[config.mk]
export PLATFORM = sky130hd
export DESIGN_NAME = ps2_frame_rx
export DESIGN_NICKNAME = d
export VERILOG_FILES = /design/src/rtl/ps2_frame_rx.sv
export SDC_FILE = /design/constraint.sdc
export NUM_CORES = 1
export LEC_CHECK = 0
export BUFFER_PORTS_ARGS = -buffer_cell sky130_fd_sc_hd__buf_2
export CELL_PAD_IN_SITES_DETAIL_PLACEMENT = 1
export CELL_PAD_IN_SITES_GLOBAL_PLACEMENT = 1
export CORE_MARGIN = 3
export CORE_UTILIZATION = 44
export CTS_CLUSTER_DIAMETER = 50
export DETAILED_ROUTE_END_ITERATION = 16
export PLACE_DENSITY = 0.71
export SLEW_MARGIN = 20
export SYNTH_ARGS = -nofsm -noshare
export SYNTH_HDL_FRONTEND = slang
export SYNTH_SLANG_ARGS = --single-unit
[constraint.sdc]
create_clock -name clk -period 2.14 [get_ports clk]
set_input_delay 0.642 -clock clk [delete_from_list [all_inputs] [get_ports clk]]
set_output_delay 0.642 -clock clk [all_outputs]
set_load 0.005 [all_outputs]
[src/rtl/ps2_frame_rx.sv]
module ps2_frame_rx #(
  parameter int DATA_BITS    = 8,
  parameter int DEBOUNCE_CYC = 62,
  parameter int WATCHDOG_CYC = 750
) (
  input  logic                 clk,
  input  logic                 rst,
  input  logic                 kb_clk,
  input  logic                 kb_dat,
  output logic [DATA_BITS-1:0] byte_o,
  output logic                 done_o
);
  localparam int FRAME_BITS = DATA_BITS + 3;
  localparam int SW = FRAME_BITS - 1;
  localparam int CW = $clog2(FRAME_BITS + 1);
  localparam int TW = $clog2(WATCHDOG_CYC + 1);

  typedef enum logic [1:0] {S_LOW = 2'd0, S_HIGH = 2'd1, S_FALL = 2'd2, S_RISE = 2'd3} st_t;

  logic          clk_s, dat_s;
  st_t           state, state_nx;
  logic [TW-1:0] tmr;
  logic [CW-1:0] bit_cnt;
  logic [SW-1:0] sh;

  wire settled  = tmr >= TW'(DEBOUNCE_CYC);
  wire idle_out = (state == S_HIGH) && (tmr == TW'(WATCHDOG_CYC));
  wire full     = bit_cnt == CW'(FRAME_BITS);

  always_ff @(posedge clk or posedge rst)
    if (rst) begin
      clk_s <= 1'b0;
      dat_s <= 1'b0;
    end else begin
      clk_s <= kb_clk;
      dat_s <= kb_dat;
    end

  always_comb begin
    state_nx = state;
    case (state)
      S_LOW:   if (clk_s && settled) state_nx = S_RISE;
      S_HIGH:  if (!clk_s && settled) state_nx = S_FALL;
      S_FALL:  state_nx = S_LOW;
      default: state_nx = S_HIGH;
    endcase
  end

  always_ff @(posedge clk or posedge rst)
    if (rst) state <= S_LOW;
    else     state <= state_nx;

  always_ff @(posedge clk or posedge rst)
    if (rst)                                   tmr <= '0;
    else if (state == S_FALL || state == S_RISE) tmr <= '0;
    else if (tmr != TW'(WATCHDOG_CYC))           tmr <= tmr + TW'(1);

  always_ff @(posedge clk or posedge rst)
    if (rst) begin
      bit_cnt <= '0;
      sh      <= '0;
    end else if (full || idle_out) begin
      bit_cnt <= '0;
    end else if (state == S_FALL) begin
      bit_cnt <= bit_cnt + CW'(1);
      sh      <= {dat_s, sh[SW-1:1]};
    end

  always_ff @(posedge clk or posedge rst)
    if (rst) begin
      done_o <= 1'b0;
      byte_o <= '0;
    end else begin
      done_o <= full;
      if (full) byte_o <= sh[DATA_BITS-1:0];
    end


  one_cycle_done_chk: assert property (@(posedge clk) disable iff (rst)
    done_o |=> !done_o);


  byte_hold_chk: assert property (@(posedge clk) disable iff (rst)
    !done_o |-> $stable(byte_o));


  debounced_fall_chk: assert property (@(posedge clk) disable iff (rst)
    (state == S_FALL) |-> ($past(state) == S_HIGH && $past(tmr) >= TW'(DEBOUNCE_CYC)));


  debounced_rise_chk: assert property (@(posedge clk) disable iff (rst)
    (state == S_RISE) |-> ($past(state) == S_LOW && $past(tmr) >= TW'(DEBOUNCE_CYC)));


  watchdog_clear_chk: assert property (@(posedge clk) disable iff (rst)
    idle_out |=> (bit_cnt == '0));


  count_bound_chk: assert property (@(posedge clk) disable iff (rst)
    bit_cnt <= CW'(FRAME_BITS));
endmodule

==> impl_summary.md <==
Synth
For this run, the leading register cell type out of synthesis is dfrtp_1. Yosys printed 0 warnings. Yosys mapped a number of flops with a built-in enable equal to 0. The share of synthesized flip-flops with an asynchronous set or reset is 1.000. The register area share after synthesis is 0.5429. In the synthesized netlist, the number of instances is 156. The cell area that synthesis handed to floorplanning was 1705 um2. The number of nets handed over by synthesis was between 150 and 200. The post-synthesis cell type count is 32. The flip-flop and latch count after synthesis is 37.

Each instance of the synthesized netlist takes up on average 10.93 um2.

Drt
After detailed routing, the average wire length per cell comes to 15.18 um. The via density per instance is 5.250. For this run, the detailed router's first-pass iteration total came to 4. The detailed router finished its first iteration with 15 violations.

The detail route stage leaves a number of antenna-violating nets equal to 0. After detailed routing, the number of remaining DRC violations is 0. The total wire length is 3340 um. The detailed-route via count is between 1k and 1.5k.

Clocking
The H-tree was split into 2 levels. Counting the buffers created by CTS gives 5. The number of sinks on the clock net is 37.

The cell at the root of the clock tree is clkbuf_8. The clock-pin transition on the worst setup and hold timing paths is 70 ps. The clock latency of the later-clocked register in the worst-skew pair is 290 ps. The total setup buffers inserted after CTS is 0. TritonCTS built the clock tree. The number of hold buffers added after CTS was 0. The quantity of gates resized following cts is 0. Counting along the longest clock path gives a buffer depth of 2.

STA
Setup violations remaining at the end of the flow were counted as 0. In the finished design, the share of the clock period the worst path needs comes to 0.8688. Setup repair after global routing left no endpoint under its margin. In this run the tightest slew margin relative to its limit is 0.6907. The number of failing hold endpoints at the final stage came to 0. The worst path meets setup with 280.8 ps of slack. The final number of max-transition violations is 0. At the pin with the least slew margin, the transition time is 463.9 ps. The maximum operating frequency is ~540 MHz.

The total negative slack for setup checks is 0 ps. The worst clock skew is 2.470 ps. The worst path needs 1859 ps of the cycle, external delays included.

Critical path
Measured in cells, the most critical reg-to-reg path has a length of 5. The buffering stage count on the worst path with inverters included is 0. The worst setup path is launched from a register. STA classifies the critical path endpoint as a register.

At the worst endpoint, the required time is 2320 ps. On the worst path, the slowest cell contributes a delay of 420 ps. The slowest library cell on the worst path is dfrtp_1. For the worst setup path, the data arrival time is 2040 ps.

In this run the worst path has a maximum fanout of 10. The critical path runs through a total of 5 cells. Grouping stages by cell kind, the critical path spends the most delay in flip-flops. Traced cell by cell, the critical path runs through ha_1, nand3b_2, nand2_1, a21oi_4, mux2_2.

The path type of the worst setup path is register to register.

Die
The starting utilization of the core area is 0.4844. The floorplan has 21 rows. The vertical extent of the die is just under 70 um. The core region is about 3500 um2. Pin placement for this block handled 13 I/O pins. The horizontal extent of the die is 68.26 um. The floorplan die area is approximately 4700 um2.

Power and ir drop
The peak supply drop is 0.4709 mV. The combinational share of power is 0.015. The switching share of power is 0.1987. The power per cell area is approximately 680 nW/um2.

The cell internal power dissipation is 1044 uW. In this run the power spent charging and discharging nets is 258.8 uW. The static leakage power is 0.001001 uW.

Of the total power, registers draw 0.539. The clock network power share is 0.447.

Global route
The overall global routing resource usage is 0.1792. The number of antenna violations at the first check in global routing is 0. Entering global routing, the biggest net connects 38 pins. The met2 capacity usage during global routing is 0.2828.

The first global-routing pass estimated 5906 um of wire. The leftover overflow at the end of global routing is 0. For met1 alone, demand over resource in global routing was 0.2249. The number of global-route vias before repair is approximately 1.3k. The met3 capacity usage during global routing is 0.03941.

The most heavily used metal layer in global routing is met2.

Status
The flow ran to the end, and the final reports show no timing, DRC or antenna violations.

Flow run
The max-cap check violation count is 0.

Cells and area
For this run, the post-layout net count is 186. Relative to the synthesized area, the layout overhead comes to 12.77%. Of the cells placed in the final design, the portion with a size suffix greater than 1 is 0.2241. The repair_antennas step left the layout with diodes totalling 0. The layout has 405 filler cells.

Place
The worst setup slack after placement is about 270 ps. The final HPWL from detailed placement is 2380 um. At the end of routability-driven placement, the weighted congestion stood at 0.8608. Port buffering added 12 buffers.

Hold path
The path class of the lowest-slack min-delay path is primary input to asynchronous set/reset pin.
[through the flow]
stage | area, um2 | total power (uW) | util | cells | hold slack (ps)
global route | 1923 | 1356 | 0.5462 | 220 | 445.4
global placement | 1819 | 735.1 | 0.5167 | 213 | 452.6
finish | 1923 | 1303 | 0.5462 | 220 | 442.8
floorplan | 1705 | 727.3 | - | 156 | 434.8
detailed placement | 1819 | 735.8 | 0.5167 | 213 | 457.1
CTS | 1923 | 1325 | 0.5462 | 220 | 438.8
[placed cells by master (no fill, tap or decap), types with 2 or more instances in the layout]
master | synthesis | layout
xnor2_1 | 3 | 3
a21oi_1 | 6 | 6
nand4_1 | 5 | 5
xor2_1 | 4 | 4
ha_1 | 8 | 8
nand2_1 | 33 | 33
nor2_1 | 9 | 9
or2_2 | 2 | 2
inv_1 | 6 | 6
a211oi_1 | 2 | 2
mux2i_1 | 3 | 3
nand3_1 | 3 | 3
dfrtp_1 | 37 | 37
buf_4 | 0 | 2
buf_2 | 0 | 12
or3_1 | 2 | 2
nor3_1 | 6 | 6
clkbuf_8 | 0 | 5
mux2_2 | 10 | 10
[layout make-up]
type,instances,area [um2],share of cell area
repair buffers,14,75.07,0.03904
inverters,6,22.52,0.01171
multi-input cells,110,738.2,0.3839
well taps,46,57.56,0.02993
flip-flops and latches,37,925.9,0.4815
clock inverters,2,35.03,0.01822
clock buffers,5,68.82,0.03578
[cell usage after synthesis (all sizes together), types with 2 or more instances]
cell    instances  area share
a211oi          2      0.0088
or3b            2       0.012
a21oi           7       0.027
mux2i           3       0.018
mux2           10       0.066
nand3b          2       0.011
dfrtp          37        0.54
ha              8       0.059
clkbuf          2      0.0044
xnor2           3       0.015
nand4           5       0.018
xor2            4       0.021
nor3            7       0.027
inv             6       0.013
or3             2      0.0073
or2             2      0.0073
nand3           3      0.0088
nor2            9       0.020
nand2          33       0.073
[final timing paths]
kind	startpoint	end	slack, ps
max	bit_cnt[0]	sh[2]	280
min reg2reg	byte_o[3]	byte_o[3]	470
max reg2reg	bit_cnt[0]	sh[2]	280
min in group clk	kb_dat	dat_s	450
min	rst	dat_s	440
max in group asynchronous	rst	clk_s	1370
[worst register-to-register path: stages, from the launching register on]
cell and delay, ps:
dfrtp_1 420, ha_1 260, nand3b_2 230, nand2_1 130, a21oi_4 320, mux2_2 390
[routing by layer]
metal / vias to the layer above / part of all wire
li1: 566 / -
met1: 568 / 0.47
met2: 14 / 0.48
met3: 7 / 0.031
met4: 0 / 0.022
met5: - / 0
[power by group through the flow]
stage | combinational (uW) | clock, uW | sequential, uW
final | 19.0 | 582 | 702
after global routing | 23.0 | 631 | 702
after CTS | 20.5 | 603 | 702
after detailed placement | 20.5 | 0 | 715
after global placement | 19.8 | 0 | 715
after floorplan | 12.2 | 0 | 715
[registers in the layout (all words and copies together), names as in the netlist]
signal	flops
byte_o	8
state	2
tmr	10
clk_s	1
bit_cnt	4
done_o	1
sh	10
dat_s	1
[logic make-up (layout without fill, tap and decap cells)]
family	count (synthesis)	in the layout	share of synthesized area
DFF	37	37	0.5429
adders and majority gates	8	8	0.05870
and+or+nand+nor	68	68	0.1974
AOI/OAI and AO/OA	14	14	0.05723
buffers and inverters	9	27	0.02421
muxes	13	13	0.08364
xor gates and xnor gates	7	7	0.03595
No activity file was read; power rests on OpenSTA's default activity.
